[config.mk]
export PLATFORM = sky130hd
export DESIGN_NAME = dma_chain_seq
export DESIGN_NICKNAME = d
export VERILOG_FILES = /design/src/rtl/dma_chain_seq.sv
export SDC_FILE = /design/constraint.sdc
export NUM_CORES = 1
export LEC_CHECK = 0
export BUFFER_PORTS_ARGS = -buffer_cell sky130_fd_sc_hd__clkbuf_2
export CAP_MARGIN = 25
export CORE_MARGIN = 8
export CORE_UTILIZATION = 35
export DETAILED_ROUTE_END_ITERATION = 10
export PLACE_DENSITY = 0.57
export REMOVE_ABC_BUFFERS = 1
export SYNTH_ARGS = -nofsm -noshare
export SYNTH_HDL_FRONTEND = slang
export SYNTH_SLANG_ARGS = --single-unit
[constraint.sdc]
create_clock -name clk -period 2.7 [get_ports clk]
set_input_delay 0.27 -clock clk [delete_from_list [all_inputs] [get_ports clk]]
set_output_delay 0.27 -clock clk [all_outputs]
set_load 0.01 [all_outputs]
[src/rtl/dma_chain_seq.sv]
module dma_chain_seq #(
  parameter int AW   = 32,
  parameter int STEP = 4
) (
  input  logic          clk,
  input  logic          rst_n,
  input  logic          go,
  input  logic          sw_we,
  input  logic [1:0]    sw_sel,
  input  logic [AW-1:0] sw_wdata,
  output logic [AW-1:0] sw_rdata,
  input  logic          src_adv,
  input  logic          dst_adv,
  input  logic          pkt_done,
  output logic          chan_en,
  output logic          tc_irq,
  output logic          mem_req,
  output logic [AW-1:0] mem_addr,
  output logic          mem_master,
  input  logic          mem_ack,
  input  logic [AW-1:0] mem_rdata
);

  typedef enum logic [2:0] {S_IDLE, S_RUN, S_F0, S_F1, S_F2, S_F3, S_DONE} st_t;

  st_t           state;
  logic [AW-1:0] src_q, dst_q, nxt_q, ctl_q, base_q;
  logic [1:0]    fidx;
  logic          beat, last, idle;

  always_comb begin
    case (state)
      S_F1:    fidx = 2'd1;
      S_F2:    fidx = 2'd2;
      S_F3:    fidx = 2'd3;
      default: fidx = 2'd0;
    endcase
  end

  assign mem_req    = (state == S_F0) || (state == S_F1) || (state == S_F2) || (state == S_F3);
  assign mem_addr   = {base_q[AW-1:2], 2'b00} + {{(AW-4){1'b0}}, fidx, 2'b00};
  assign mem_master = base_q[0];
  assign beat       = mem_req && mem_ack;
  assign last       = (nxt_q[AW-1:2] == '0);
  assign idle       = (state == S_IDLE);
  assign chan_en    = (state == S_RUN);
  assign tc_irq     = (state == S_DONE);

  always_comb begin
    case (sw_sel)
      2'd0:    sw_rdata = src_q;
      2'd1:    sw_rdata = dst_q;
      2'd2:    sw_rdata = nxt_q;
      default: sw_rdata = ctl_q;
    endcase
  end

  always_ff @(posedge clk or negedge rst_n) begin
    if (!rst_n) begin
      state  <= S_IDLE;
      base_q <= '0;
    end else begin
      case (state)
        S_IDLE: if (go) state <= S_RUN;
        S_RUN:
          if (pkt_done) begin
            if (last) state <= S_DONE;
            else begin
              base_q <= nxt_q;
              state  <= S_F0;
            end
          end
        S_F0:   if (beat) state <= S_F1;
        S_F1:   if (beat) state <= S_F2;
        S_F2:   if (beat) state <= S_F3;
        S_F3:   if (beat) state <= S_RUN;
        default: state <= S_IDLE;
      endcase
    end
  end

  always_ff @(posedge clk or negedge rst_n) begin
    if (!rst_n) begin
      src_q <= '0;
      dst_q <= '0;
      nxt_q <= '0;
      ctl_q <= '0;
    end else begin
      if (beat && fidx == 2'd0)        src_q <= mem_rdata;
      else if (sw_we && sw_sel == 2'd0) src_q <= sw_wdata;
      else if (src_adv && chan_en)      src_q <= src_q + AW'(STEP);

      if (beat && fidx == 2'd1)        dst_q <= mem_rdata;
      else if (sw_we && sw_sel == 2'd1) dst_q <= sw_wdata;
      else if (dst_adv && chan_en)      dst_q <= dst_q + AW'(STEP);

      if (beat && fidx == 2'd2)                 nxt_q <= {mem_rdata[AW-1:2], 1'b0, mem_rdata[0]};
      else if (sw_we && sw_sel == 2'd2 && idle) nxt_q <= {sw_wdata[AW-1:2], 1'b0, sw_wdata[0]};

      if (beat && fidx == 2'd3)                 ctl_q <= mem_rdata;
      else if (sw_we && sw_sel == 2'd3 && idle) ctl_q <= sw_wdata;
    end
  end

  assert_fetch_aligned_R4: assert property (@(posedge clk) disable iff (!rst_n)
    mem_req |-> mem_addr[1:0] == 2'b00);

  assert_en_fall_R4: assert property (@(posedge clk) disable iff (!rst_n)
    $fell(chan_en) |-> $past(pkt_done));

  assert_req_held_R10: assert property (@(posedge clk) disable iff (!rst_n)
    mem_req && !mem_ack |=> mem_req && $stable(mem_addr) && $stable(mem_master));

  assert_tc_single_R8: assert property (@(posedge clk) disable iff (!rst_n)
    tc_irq |=> !tc_irq);

  assert_stop_R8: assert property (@(posedge clk) disable iff (!rst_n)
    chan_en && pkt_done && last |=> !chan_en && tc_irq && !mem_req);

  assert_ctl_locked_R9: assert property (@(posedge clk) disable iff (!rst_n)
    !idle && state != S_F3 |=> ctl_q == $past(ctl_q));

  assert_ptr_bit1_R7: assert property (@(posedge clk) disable iff (!rst_n)
    sw_sel == 2'd2 |-> sw_rdata[1] == 1'b0);

endmodule

==> out/summary.log <==
qor: outcome.run_status finished with violations
qor: outcome.violations negative setup slack
qor: timing.min_period_over_period 1.14
qor: setup_path.crit_required 2.43 ns
qor: power_and_ir_drop.irDropWorstVdd 0.394 mV
qor: drt.number_of_detailed_routing_iterations_run_before_antenna_repair 6
qor: die.ioPinCount 142
qor: grt.antenna_found_initial 3
qor: power_and_ir_drop.p_comb_frac 0.458
qor: timing.max-slew-margin-rel 0.464
qor: die.core-area 0.0295 mm^2
qor: setup_path.crit_type reg -> out
qor: timing.timing_hold_violations_final 0
qor: synth.post_synth_inst_count 1087
qor: job.maxCapViolations 0
qor: synth.synth_async_sr_flop_share 1.00
qor: die.die_height 189 um
qor: synth.synth.yosys.seq_area_share 0.386
qor: drt.post_route_ant_nets 0
qor: drt.postRouteWirelength 38400 um
qor: cells_and_area.design.final.nets 1341
qor: synth.synth-warning-count 0
qor: worst_hold_path.holdCritPathClass in -> reg
qor: clock_tree.cts_inserted_buffers 17
qor: setup_path.critical-path-slowest-cell sky130_fd_sc_hd__dfrtp_1
qor: clock_tree.cts.path.max_buffers 2
qor: setup_path.cp_slowest_stage_delay 0.41 ns
qor: synth.synth_edf_count 0
qor: synth.avgSynthCellArea 9.59 um^2
qor: cells_and_area.utilization 0.432
qor: timing.worst_pin_slew 0.804 ns
qor: drt.route.vias.total 9630
qor: setup_path.cp_top_family simple AND/OR/NAND/NOR gates
qor: placement.post-place-cells 1624
qor: placement.io_buffer_count 139
qor: synth.netlist-cell-type-count 83
qor: setup_path.critPathMaxFanout 4
qor: clock_tree.clockRootBuffer sky130_fd_sc_hd__clkbuf_16
qor: timing.final_total_negative_setup_slack -5.51 ns
qor: clock_tree.cts_tree done
qor: timing.fin_crit 3.08 ns
qor: setup_path.worstPathArrival 2.81 ns
qor: clock_tree.clock_sinks 161
qor: clock_tree.path_clk_slew 0.08 ns
qor: placement.finalWeightedCongestion 0.934
qor: cells_and_area.areaGrowthSynthToFinish 22.1%
qor: synth.synth.cell_area 0.0104 mm^2
qor: die.dieArea 0.0356 mm^2
qor: power_and_ir_drop.internal_power 7.91 mW
qor: timing.setup_violations 21
qor: grt.global_route_usage_sum 0.216
qor: clock_tree.cts-htree-levels 4
qor: grt.overflow 0
qor: drt.wire_per_inst 23.0 um
qor: placement.place_hpwl 28800 um
qor: setup_path.timing.critical_path.to_type primary output
qor: timing.rsz0062_at_grt true
qor: setup_path.worst-path-buf-inv 2
qor: power_and_ir_drop.p_clk_frac 0.182
qor: power_and_ir_drop.leakage 5.79 nW
qor: cells_and_area.share_of_post_route_cells_with_drive_strength_above_1 0.267
qor: timing.timing.clock.skew 0.0138 ns
qor: drt.drt-vias-per-instance 5.78
qor: power_and_ir_drop.power.sequential.fraction 0.360
qor: power_and_ir_drop.post-layout-total-power 13.9 mW
qor: grt.grt_max_degree 77
qor: cells_and_area.area_taken_by_multi_input_logic_gates 0.00613 mm^2
qor: power_and_ir_drop.power.switching_fraction 0.430
qor: cells_and_area.fin_cells 1665
qor: timing.fmax 325 MHz
qor: drt.drc 0
qor: grt.vias_in_the_first_global_route 9505
qor: die.die-width 189 um
qor: cells_and_area.regArea 0.00403 mm^2
qor: timing.finalHoldWorstSlack 0.0807 ns
qor: clock_tree.clock_insertion_delay_worst_skew 0.45 ns
qor: grt.grt_first_pass_wirelength 59500 um
qor: synth.postSynth.topFlopCell sky130_fd_sc_hd__dfrtp_1
qor: timing.timing.final.max_slew_violations 0
qor: drt.dr.first_iter.drc_count 1095
qor: die.starting_density 0.354
qor: die.std_cell_rows 63
qor: power_and_ir_drop.power_switching 5.97 mW
qor: power_and_ir_drop.power.density_cell_area 1090 mW/mm^2
qor: cells_and_area.fillerInstances 2921
qor: setup_path.crit_path_cell_trace xor2_2, and2_4, ha_4, inv_2, fa_2, nand3b_1, nor4_2, nand2b_1, nor2_1, xor2_1, clkbuf_2
qor: setup_path.timing.critical_path.from_type flip-flop
qor: timing.finalWorstSetupSlack -0.375 ns
qor: synth.postSynthRegisterBits 161
state kept, by name (all words and copies together) (netlist names):
signal and count:
state 3, base_q 31, src_q 32, ctl_q 32, nxt_q 31, dst_q 32
cells by family after synthesis:
family,synth area share
xor gates and xnor gates,0.0578
buffers and inverters,0.0426
DFF,0.386
other,0.000360
and+or+nand+nor,0.202
muxes,0.174
adders and majority gates,0.00912
AOI/OAI and AO/OA,0.128
worst paths after layout:
check,from,endpoint,slack [ns],cells past startpoint
max in group asynchronous,rst_n,dst_q[25],1.39,3
worst max register to register,state[1],src_q[17],0.18,11
min in group asynchronous,rst_n,nxt_q[4],0.45,2
worst min-delay path,mem_rdata[11],dst_q[11],0.08,3
worst min register to register,base_q[0],base_q[0],0.51,1
worst max-delay path,state[2],mem_addr[28],-0.38,11
metal layers:
metal,track usage,wire [um],share of wire
met2,0.334,17200,0.45
met1,0.300,16900,0.44
met5,0,0,0
met3,0.0494,3360,0.088
met4,0.0610,930,0.024
cell usage after synthesis (4+ instances only):
master                     number  share of area
sky130_fd_sc_hd__or3_1         11         0.0066
sky130_fd_sc_hd__nand3_1       47          0.023
sky130_fd_sc_hd__a211oi_1      12         0.0086
sky130_fd_sc_hd__xor2_1        20          0.017
sky130_fd_sc_hd__nand2_1      101          0.036
sky130_fd_sc_hd__mux2i_1       74          0.071
sky130_fd_sc_hd__nor2_1        90          0.032
sky130_fd_sc_hd__a31oi_1        8         0.0048
sky130_fd_sc_hd__o21ai_1       60          0.029
sky130_fd_sc_hd__a21oi_1       73          0.035
sky130_fd_sc_hd__and2_1         6         0.0036
sky130_fd_sc_hd__o21ai_0       23          0.011
sky130_fd_sc_hd__mux4_2        30          0.065
sky130_fd_sc_hd__and3_1        14         0.0084
sky130_fd_sc_hd__and4_1         6         0.0050
sky130_fd_sc_hd__inv_1         13         0.0047
sky130_fd_sc_hd__o31ai_1        4         0.0029
sky130_fd_sc_hd__o22ai_1        6         0.0036
sky130_fd_sc_hd__ha_1           6         0.0072
sky130_fd_sc_hd__xnor2_1       47          0.039
sky130_fd_sc_hd__nand4_1       38          0.023
sky130_fd_sc_hd__nor3_1        28          0.013
sky130_fd_sc_hd__buf_4          6         0.0043
sky130_fd_sc_hd__buf_2         29          0.014
sky130_fd_sc_hd__mux2_1        31          0.033
sky130_fd_sc_hd__nor4_1        18          0.011
sky130_fd_sc_hd__buf_6          6         0.0065
sky130_fd_sc_hd__dfrtp_1      161           0.39
sky130_fd_sc_hd__nor3b_1        5         0.0036
sky130_fd_sc_hd__clkbuf_1      30          0.011
placed cells by master (no fill, tap or decap), types with 4 or more instances in the layout:
cell                        count
sky130_fd_sc_hd__mux2_1        31
sky130_fd_sc_hd__dfrtp_1      161
sky130_fd_sc_hd__nand3_1       44
sky130_fd_sc_hd__o21ai_1       60
sky130_fd_sc_hd__and3_1        14
sky130_fd_sc_hd__xnor2_1       44
sky130_fd_sc_hd__mux4_2        30
sky130_fd_sc_hd__and2_1         5
sky130_fd_sc_hd__inv_1         12
sky130_fd_sc_hd__nor4_1        18
sky130_fd_sc_hd__a21oi_1       72
sky130_fd_sc_hd__o22ai_1        6
sky130_fd_sc_hd__clkinv_4       4
sky130_fd_sc_hd__clkbuf_16     17
sky130_fd_sc_hd__nand4_1       38
sky130_fd_sc_hd__a31oi_1        8
sky130_fd_sc_hd__mux2i_1       74
sky130_fd_sc_hd__clkbuf_2     120
sky130_fd_sc_hd__xor2_1        20
sky130_fd_sc_hd__nand2_1      101
sky130_fd_sc_hd__nor2_1        88
sky130_fd_sc_hd__a211oi_1      12
sky130_fd_sc_hd__o31ai_1        4
sky130_fd_sc_hd__o21ai_0       23
sky130_fd_sc_hd__buf_4         80
sky130_fd_sc_hd__inv_6          5
sky130_fd_sc_hd__buf_12         5
sky130_fd_sc_hd__and4_1         6
sky130_fd_sc_hd__nor3_1        27
sky130_fd_sc_hd__buf_2         18
sky130_fd_sc_hd__or3_1         10
worst register-to-register path: stages (launching register included):
cell	delay [ns]
sky130_fd_sc_hd__dfrtp_1	0.40
sky130_fd_sc_hd__buf_6	0.12
sky130_fd_sc_hd__inv_1	0.06
sky130_fd_sc_hd__ha_4	0.18
sky130_fd_sc_hd__buf_4	0.13
sky130_fd_sc_hd__buf_4	0.14
sky130_fd_sc_hd__nor3b_4	0.36
sky130_fd_sc_hd__a21bo_1	0.39
sky130_fd_sc_hd__buf_4	0.27
sky130_fd_sc_hd__and3_1	0.19
sky130_fd_sc_hd__a21oi_1	0.10
sky130_fd_sc_hd__o21ai_1	0.07
metrics by stage:
step           worst slack (ns)  instance area (um^2)
2_1_floorplan             -1.15                 10000
3_5_place_dp             -0.122                 11900
3_3_place_gp           -0.00113                 11900
4_1_cts                  -0.404                 12700
5_1_grt                  -0.583                 12700
6_report                 -0.375                 12700
power groups by stage:
stage	registers [mW]	clock network [mW]	logic (mW)
detailed placement	4.97	0	6.17
finish	4.99	2.52	6.36
global route	5.16	2.67	6.93
global placement	4.94	0	6.07
floorplan	4.52	0	3.70
CTS	4.93	2.57	6.31
final cells by class:
class                           count  share of cell area
Timing Repair Buffer              227               0.113
Inverter                           14             0.00413
Clock buffer                       17              0.0334
Antenna cell                        2            0.000393
Sequential cell                   161               0.316
Clock inverter                     15              0.0135
Multi-Input combinational cell    839               0.481
Tap cell                          390              0.0383
timing repair:
action                     CTS  global route
gates resized for setup     18            26
hold endpoints to repair    73             0
pin swaps                   11             6
hold buffers                 1             0
setup endpoints to repair   25            37
setup buffers                4             2
Note: power is estimated with default switching activity, not from simulation.
